`src/rtl/scrub_pkg.sv`:
```
package scrub_pkg;

    typedef enum logic [2:0] {
        S_IDLE,
        S_READ_LIVE,
        S_READ_GOLD,
        S_COMPARE,
        S_REWRITE,
        S_NEXT_FRAME
    } scrub_state_t;

    typedef struct packed {
        logic rd_pend;
        logic gm_pend;
        logic dirty;
    } scrub_flags_t;

    function automatic logic [31:0] sat_step(input logic [31:0] cur, input logic [31:0] lim);
        return (cur >= lim) ? lim : cur + 32'd1;
    endfunction

endpackage

```
`src/rtl/scrub_arb.sv`:
```
module scrub_arb (
    input  logic host_req,
    input  logic scrub_want,
    output logic host_gnt,
    output logic scrub_gnt
);
    always_comb begin
        host_gnt  = host_req;
        scrub_gnt = scrub_want && !host_req;
    end
endmodule

```
`src/rtl/scrub_frame_buf.sv`:
```
module scrub_frame_buf #(
    parameter int WORDS  = 4,
    parameter int DATA_W = 16,
    localparam int WIDX_W = (WORDS > 1) ? $clog2(WORDS) : 1
) (
    input  logic              clk,
    input  logic              wr_en,
    input  logic [WIDX_W-1:0] wr_idx,
    input  logic [DATA_W-1:0] wr_data,
    input  logic [WIDX_W-1:0] rd_idx,
    output logic [DATA_W-1:0] rd_data
);
    logic [DATA_W-1:0] slot_q [WORDS];

    for (genvar w = 0; w < WORDS; w++) begin : g_slot
        always_ff @(posedge clk) begin
            if (wr_en && (wr_idx == WIDX_W'(w)))
                slot_q[w] <= wr_data;
        end
    end

    assign rd_data = slot_q[rd_idx];
endmodule

```
`src/rtl/scrub_ctrl.sv`:
```
module scrub_ctrl
    import scrub_pkg::*;
#(
    parameter int FRAMES  = 8,
    parameter int WORDS   = 4,
    parameter int DATA_W  = 16,
    parameter int TIMEOUT = 16,
    parameter int CNT_W   = 4,
    localparam int FR_W   = (FRAMES > 1) ? $clog2(FRAMES) : 1,
    localparam int WIDX_W = (WORDS > 1) ? $clog2(WORDS) : 1,
    localparam int TMR_W  = $clog2(TIMEOUT + 1)
) (
    input  logic              clk,
    input  logic              rst,
    input  logic              scrub_tick,
    input  logic              cfg_rd_ack,
    input  logic              scrub_gnt,
    input  logic [DATA_W-1:0] gm_rd_data,
    input  logic [DATA_W-1:0] buf_rd_data,
    output logic              cfg_rd_req,
    output logic              cfg_wr_en,
    output logic              scrub_want,
    output logic              buf_wr_en,
    output logic              buf_sel_gold,
    output logic [FR_W-1:0]   frame,
    output logic [WIDX_W-1:0] word,
    output logic              busy,
    output logic              pass_done,
    output logic              port_fail,
    output logic [CNT_W-1:0]  fix_count
);
    localparam logic [FR_W-1:0]   LAST_F  = FR_W'(FRAMES - 1);
    localparam logic [WIDX_W-1:0] LAST_W  = WIDX_W'(WORDS - 1);
    localparam logic [TMR_W-1:0]  TMR_END = TMR_W'(TIMEOUT - 1);
    localparam logic [31:0]       CNT_MAX = 32'((64'd1 << CNT_W) - 1);

    scrub_state_t      state_q;
    scrub_flags_t      fl_q;
    logic [TMR_W-1:0]  timer_q;
    logic              mismatch;

    assign mismatch     = (gm_rd_data != buf_rd_data);
    assign cfg_rd_req   = (state_q == S_READ_LIVE) && !fl_q.rd_pend;
    assign scrub_want   = (state_q == S_READ_GOLD) && !fl_q.gm_pend;
    assign cfg_wr_en    = (state_q == S_REWRITE);
    assign buf_sel_gold = (state_q == S_READ_GOLD);
    assign buf_wr_en    = ((state_q == S_READ_LIVE) && fl_q.rd_pend && cfg_rd_ack) ||
                          ((state_q == S_READ_GOLD) && fl_q.gm_pend);
    assign busy         = (state_q != S_IDLE);

    always_ff @(posedge clk) begin
        if (rst) begin
            state_q   <= S_IDLE;
            fl_q      <= '0;
            timer_q   <= '0;
            frame     <= '0;
            word      <= '0;
            pass_done <= 1'b0;
            port_fail <= 1'b0;
            fix_count <= '0;
        end else begin
            pass_done <= 1'b0;
            unique case (state_q)
                S_IDLE: begin
                    if (scrub_tick) begin
                        port_fail <= 1'b0;
                        frame     <= '0;
                        word      <= '0;
                        fl_q      <= '0;
                        state_q   <= S_READ_LIVE;
                    end
                end
                S_READ_LIVE: begin
                    if (!fl_q.rd_pend) begin
                        fl_q.rd_pend <= 1'b1;
                        timer_q      <= '0;
                    end else if (cfg_rd_ack) begin
                        fl_q.rd_pend <= 1'b0;
                        if (word == LAST_W) begin
                            word    <= '0;
                            state_q <= S_READ_GOLD;
                        end else begin
                            word <= word + 1'b1;
                        end
                    end else if (timer_q == TMR_END) begin
                        fl_q.rd_pend <= 1'b0;
                        port_fail    <= 1'b1;
                        state_q      <= S_IDLE;
                    end else begin
                        timer_q <= timer_q + 1'b1;
                    end
                end
                S_READ_GOLD: begin
                    if (fl_q.gm_pend) begin
                        fl_q.gm_pend <= 1'b0;
                        if (mismatch)
                            fl_q.dirty <= 1'b1;
                        if (word == LAST_W) begin
                            word    <= '0;
                            state_q <= S_COMPARE;
                        end else begin
                            word <= word + 1'b1;
                        end
                    end else if (scrub_gnt) begin
                        fl_q.gm_pend <= 1'b1;
                    end
                end
                S_COMPARE: begin
                    state_q <= fl_q.dirty ? S_REWRITE : S_NEXT_FRAME;
                end
                S_REWRITE: begin
                    if (word == LAST_W) begin
                        word    <= '0;
                        state_q <= S_NEXT_FRAME;
                    end else begin
                        word <= word + 1'b1;
                    end
                end
                S_NEXT_FRAME: begin
                    if (fl_q.dirty)
                        fix_count <= CNT_W'(sat_step(32'(fix_count), CNT_MAX));
                    fl_q.dirty <= 1'b0;
                    if (frame == LAST_F) begin
                        pass_done <= 1'b1;
                        state_q   <= S_IDLE;
                    end else begin
                        frame   <= frame + 1'b1;
                        state_q <= S_READ_LIVE;
                    end
                end
                default: state_q <= S_IDLE;
            endcase
        end
    end


    rd_req_pulse_chk: assert property (@(posedge clk) disable iff (rst)
        cfg_rd_req |=> !cfg_rd_req);

    gm_one_word_chk: assert property (@(posedge clk) disable iff (rst)
        scrub_gnt |=> !scrub_gnt);

    wr_only_dirty_chk: assert property (@(posedge clk) disable iff (rst)
        cfg_wr_en |-> fl_q.dirty);

    fix_step_chk: assert property (@(posedge clk) disable iff (rst)
        (fix_count != $past(fix_count)) |-> (fix_count == $past(fix_count) + 1'b1));

    done_pulse_chk: assert property (@(posedge clk) disable iff (rst)
        pass_done |=> !pass_done);

    fail_abort_chk: assert property (@(posedge clk) disable iff (rst)
        $rose(port_fail) |-> (!busy && !pass_done));
endmodule

```
`src/rtl/cfg_scrubber.sv`:
```
module cfg_scrubber #(
    parameter int FRAMES  = 8,
    parameter int WORDS   = 4,
    parameter int DATA_W  = 16,
    parameter int TIMEOUT = 16,
    parameter int CNT_W   = 4,
    localparam int FR_W   = (FRAMES > 1) ? $clog2(FRAMES) : 1,
    localparam int WIDX_W = (WORDS > 1) ? $clog2(WORDS) : 1,
    localparam int GM_AW  = ((FRAMES * WORDS) > 1) ? $clog2(FRAMES * WORDS) : 1
) (
    input  logic              clk,
    input  logic              rst,
    input  logic              scrub_tick,
    output logic              cfg_rd_req,
    output logic              cfg_wr_en,
    output logic [FR_W-1:0]   cfg_frame,
    output logic [WIDX_W-1:0] cfg_word,
    output logic [DATA_W-1:0] cfg_wr_data,
    input  logic              cfg_rd_ack,
    input  logic [DATA_W-1:0] cfg_rd_data,
    output logic              gm_rd_en,
    output logic [GM_AW-1:0]  gm_addr,
    input  logic [DATA_W-1:0] gm_rd_data,
    input  logic              host_req,
    output logic              host_gnt,
    output logic              busy,
    output logic              pass_done,
    output logic              port_fail,
    output logic [CNT_W-1:0]  fix_count
);
    logic              scrub_want;
    logic              scrub_gnt;
    logic              buf_wr_en;
    logic              buf_sel_gold;
    logic [DATA_W-1:0] buf_rd_data;
    logic [DATA_W-1:0] buf_wr_data;

    scrub_arb i_arb (
        .host_req   (host_req),
        .scrub_want (scrub_want),
        .host_gnt   (host_gnt),
        .scrub_gnt  (scrub_gnt)
    );

    scrub_ctrl #(
        .FRAMES(FRAMES), .WORDS(WORDS), .DATA_W(DATA_W),
        .TIMEOUT(TIMEOUT), .CNT_W(CNT_W)
    ) i_ctrl (
        .clk          (clk),
        .rst          (rst),
        .scrub_tick   (scrub_tick),
        .cfg_rd_ack   (cfg_rd_ack),
        .scrub_gnt    (scrub_gnt),
        .gm_rd_data   (gm_rd_data),
        .buf_rd_data  (buf_rd_data),
        .cfg_rd_req   (cfg_rd_req),
        .cfg_wr_en    (cfg_wr_en),
        .scrub_want   (scrub_want),
        .buf_wr_en    (buf_wr_en),
        .buf_sel_gold (buf_sel_gold),
        .frame        (cfg_frame),
        .word         (cfg_word),
        .busy         (busy),
        .pass_done    (pass_done),
        .port_fail    (port_fail),
        .fix_count    (fix_count)
    );

    assign buf_wr_data = buf_sel_gold ? gm_rd_data : cfg_rd_data;

    scrub_frame_buf #(.WORDS(WORDS), .DATA_W(DATA_W)) i_buf (
        .clk     (clk),
        .wr_en   (buf_wr_en),
        .wr_idx  (cfg_word),
        .wr_data (buf_wr_data),
        .rd_idx  (cfg_word),
        .rd_data (buf_rd_data)
    );

    assign gm_rd_en    = scrub_gnt;
    assign gm_addr     = GM_AW'(cfg_frame) * GM_AW'(WORDS) + GM_AW'(cfg_word);
    assign cfg_wr_data = buf_rd_data;


    host_excl_chk: assert property (@(posedge clk) disable iff (rst)
        gm_rd_en |-> (host_gnt == 1'b0));
endmodule

```
`config.mk`:
```
export PLATFORM = sky130hd
export DESIGN_NAME = cfg_scrubber
export DESIGN_NICKNAME = d
export VERILOG_FILES = /design/src/rtl/scrub_pkg.sv /design/src/rtl/scrub_arb.sv /design/src/rtl/scrub_frame_buf.sv /design/src/rtl/scrub_ctrl.sv /design/src/rtl/cfg_scrubber.sv
export SDC_FILE = /design/constraint.sdc
export NUM_CORES = 1
export LEC_CHECK = 0
export BUFFER_PORTS_ARGS = -buffer_cell sky130_fd_sc_hd__buf_2
export CELL_PAD_IN_SITES_DETAIL_PLACEMENT = 1
export CELL_PAD_IN_SITES_GLOBAL_PLACEMENT = 2
export CORE_UTILIZATION = 33
export DETAILED_ROUTE_END_ITERATION = 8
export PLACE_DENSITY = 0.86
export SLEW_MARGIN = 10
export SYNTH_ARGS = -nofsm -noshare
export SYNTH_HDL_FRONTEND = slang
export SYNTH_SLANG_ARGS = --single-unit
```
`constraint.sdc`:
```
create_clock -name clk -period 2.1 [get_ports clk]
set_clock_uncertainty 0.15 [all_clocks]
set_input_delay 0.42 -clock clk [delete_from_list [all_inputs] [get_ports clk]]
set_output_delay 0.42 -clock clk [all_outputs]
set_load 0.005 [all_outputs]
```
==> metrics.csv <==
stage,metric,value,unit
logic_synthesis,synth_top_cells_by_area,"edfxtp_1 (47%), dfxtp_1 (12%), mux4_2 (5.5%), nand2_1 (5.4%), mux4_1 (3.9%)",
logic_synthesis,ys_async_sr_fraction,0,
clock_tree,cts_root_buf,clkbuf_16,
logic_synthesis,yosys.area_share.adder,0.0275,
die,design.core.area,12100,um^2
sta,final.setup.worst_slack,-0.196,ns
pwr,sw_frac_of_total,0.282,
logic_synthesis,synthXorXnorAreaFrac,0.0364,
finish,antenna-diode-count,0,
pwr,net-switching-power,1.38,mW
sta,timing.hold.ws,0.214,ns
die,dieHeight,113,um
finish,nets,483,
logic_synthesis,synth.yosys.seq_area_share,0.587,
pwr,power.density,915,nW/um^2
clock_tree,cts-buffers-inserted,9,
pwr,pwr-share-clk,0.295,
critical_path,critPathMaxFanout,7,
outcome,violations,setup timing,
sta,grt_setup_unrepaired,true,
die,floorplan.initialDensity,0.339,
routing,drt-pass1-iter-count,4,
pwr,share_seq_of_total_power,0.413,
routing,routedWlPerCell,17.3,um
critical_path,cp-start-kind,flip-flop,
critical_path,critPathKind,flip-flop to output pin,
pwr,ir_worst_vdd,0.000413,V
sta,tightest_slew,0.763,ns
grt,first_global_vias,3091,
critical_path,timing.critical_path.arrival,1.73,ns
critical_path,endpoint_kind,output pin,
routing,detailroute.via_count,2953,
placement,dp.cells,583,
logic_synthesis,yosys.cell_types.count,47,
hold_path,worst_hold_path_type,input port to flip-flop,
pwr,comb_power_share,0.292,
die,die_w,113,um
sta,final_hold_viol_count,0,
sta,fin_crit_sh,1.09,
routing,remaining_drc_errors,0,
logic_synthesis,number_of_flops_mapped_to_enable_cells_by_yosys,64,
routing,detail-route-antenna-nets,0,
logic_synthesis,synth_mux_area_frac,0.104,
logic_synthesis,synth_warnings,0,
die,design.die.area,12900,um^2
clock_tree,cts_max_path_buffers,2,
grt,largest_net_degree_at_the_start_of_global_routing,24,
sta,fin_crit,2.30,ns
logic_synthesis,largest_family_of_logic_cells_by_synthesized_area,simple AND/OR/NAND/NOR gates,
logic_synthesis,synth-seq-cells,88,
clock_tree,clock_latency,0.34,ns
logic_synthesis,yosys.area.top_type,edfxtp_1,
routing,post_drt_via_cell_ratio,4.85,
logic_synthesis,synthesis.area,4090,um^2
clock_tree,clkSinkCount,88,
finish,number_of_fillers_in_the_final_layout,1280,
logic_synthesis,number_of_nets_in_the_synthesized_netlist,376,
placement,place.gp.congestion,0.737,
placement,place_hpwl,7190,um
pwr,fin_total_pwr,4.89,mW
finish,post_route_cell_area,5350,um^2
clock_tree,htree_levels,3,
placement,dp_slack,-0.176,ns
logic_synthesis,synthesis.area_per_instance,12.4,um^2
logic_synthesis,synth_cells,330,
critical_path,critPathRequiredTime,1.53,ns
finish,finalNonFillerCells,609,
outcome,status,"finished, violations left",
clock_tree,tritoncts_clock_tree,yes,
die,floorplan.rows,40,
grt,number_of_antenna_violations_at_the_first_check_in_global_routing,0,
placement,detailed_place.area,4870,um^2
logic_synthesis,main_synth_ff_type,edfxtp_1,
pwr,total_leakage_power,2.04,nW
routing,drt_iter0_drc,141,
die,pin_count,74,
grt,first_pass_grt_wire_length,16600,um
grt,total_grt_usage,0.173,
logic_synthesis,synth_simple_gate_area_frac,0.144,
clock_tree,cts.reportedPaths.clkPinSlew,0.06,ns
finish,area_delta_synth_final,30.6,%
sta,drv_slew,0,
finish,layout-drive-gt1-share,0.381,
sta,max_freq,436,MHz
pwr,internal-power,3.51,mW
flow_run,cap_violations,0,
logic_synthesis,synthDominantCellAreaShare,0.470,
sta,setup-violations-final,14,
grt,grt_overflow_total,0,
sta,slew_headroom,0.491,
placement,io_buffer_count,73,
logic_synthesis,synth_compound_gate_area_share,0.0605,
routing,routed_wl,10500,um
[power groups by stage]
stage               combinational [mW]  sequential (mW)  clock [mW]
finish                            1.43             2.02        1.44
floorplan                        0.749             2.02           0
detailed placement                1.21             2.04           0
global route                      1.57             2.03        1.54
CTS                               1.41             2.02        1.47
global placement                  1.17             2.04           0
[per-layer routing]
metal	track usage	vias up	part of all wire	wire length, um
met2	0.317	67	0.53	5560
met1	0.205	1459	0.43	4490
met3	0.0402	10	0.039	410
met5	0	-	0	0
met4	0.0395	0	0.0074	78
li1	-	1417	-	-
[placed cells by master (no fill, tap or decap), types with 8 or more instances in the layout]
| cell | instances |
|---|---|
| edfxtp_1 | 64 |
| buf_6 | 19 |
| inv_1 | 8 |
| nand2_1 | 59 |
| xnor2_1 | 16 |
| mux4_2 | 16 |
| buf_4 | 26 |
| a21oi_1 | 14 |
| dfxtp_1 | 18 |
| buf_2 | 66 |
| nor2_1 | 21 |
| clkbuf_16 | 9 |
[kinds of logic after synthesis]
family,count (synthesis)
adders and majority gates,9
DFF,88
buffers and inverters,31
xor gates and xnor gates,17
and+or+nand+nor,125
muxes,20
AOI/OAI and AO/OA,40
[worst max-delay path, cell delays in order, from the launching register on]
cell and delay, ns:
dfxtp_4 0.37, buf_12 0.13, buf_4 0.11, mux4_2 0.53, buf_6 0.14, buf_6 0.10
[cell type report]
cell class / count / area, um^2 / area share
clock inverter: 5 / 33.8 / 0.00632
inverter: 9 / 33.8 / 0.00632
multi-input combinational: 211 / 1540 / 0.289
clock buffer: 10 / 229 / 0.0428
timing repair buffer: 118 / 880 / 0.165
tap: 168 / 210 / 0.0393
sequential: 88 / 2420 / 0.452
[registers in the layout, summed over array words and instances (netlist names), named ones only]
name / cells
i_ctrl.port_fail: 1
i_ctrl.fl_q: 3
i_ctrl.state_q: 3
i_ctrl.pass_done: 1
i_ctrl.frame: 3
i_ctrl.timer_q: 5
i_buf.slot_q: 64
i_ctrl.word: 2
i_ctrl.fix_count: 4
[Yosys cell counts (4+ instances only)]
cell and count:
a21oi_1 15, and2_1 5, buf_2 4, buf_4 6, clkbuf_1 10, dfxtp_1 24
edfxtp_1 64, ha_1 9, inv_1 8, mux4_1 6, mux4_2 10, nand2_1 59
nand3_1 5, nand4_1 6, nor2_1 21, nor3_1 8, nor3b_1 5, o21ai_0 7
xnor2_1 17
[repair_timing]
item | CTS | global route
endpoints found under the setup margin | 19 | 27
buffers inserted | 7 | 5
pin swaps | 3 | 2
hold buffers | 0 | 0
cloned | 1 | 0
gates resized for setup | 28 | 15
[final timing paths]
check                          from                 to  slack, ns  cells past startpoint
hold reg to reg   i_ctrl.timer_q[4]  i_ctrl.timer_q[4]       0.35                      2
setup / recovery          flip-flop    cfg_wr_data[15]      -0.20                      5
hold / removal           scrub_tick   i_ctrl.port_fail       0.21                      2
setup reg to reg          flip-flop     i_ctrl.fl_q[0]      -0.15                      8
[stage by stage]
step | setup TNS (ns) | utilization
after floorplan | 0 | -
after global placement | -0.152 | 0.404
after detailed placement | -0.176 | 0.404
after CTS | -2.57 | 0.440
after global routing | -2.80 | 0.443
final | -1.90 | 0.443
Power figures use the tool's default switching activity.
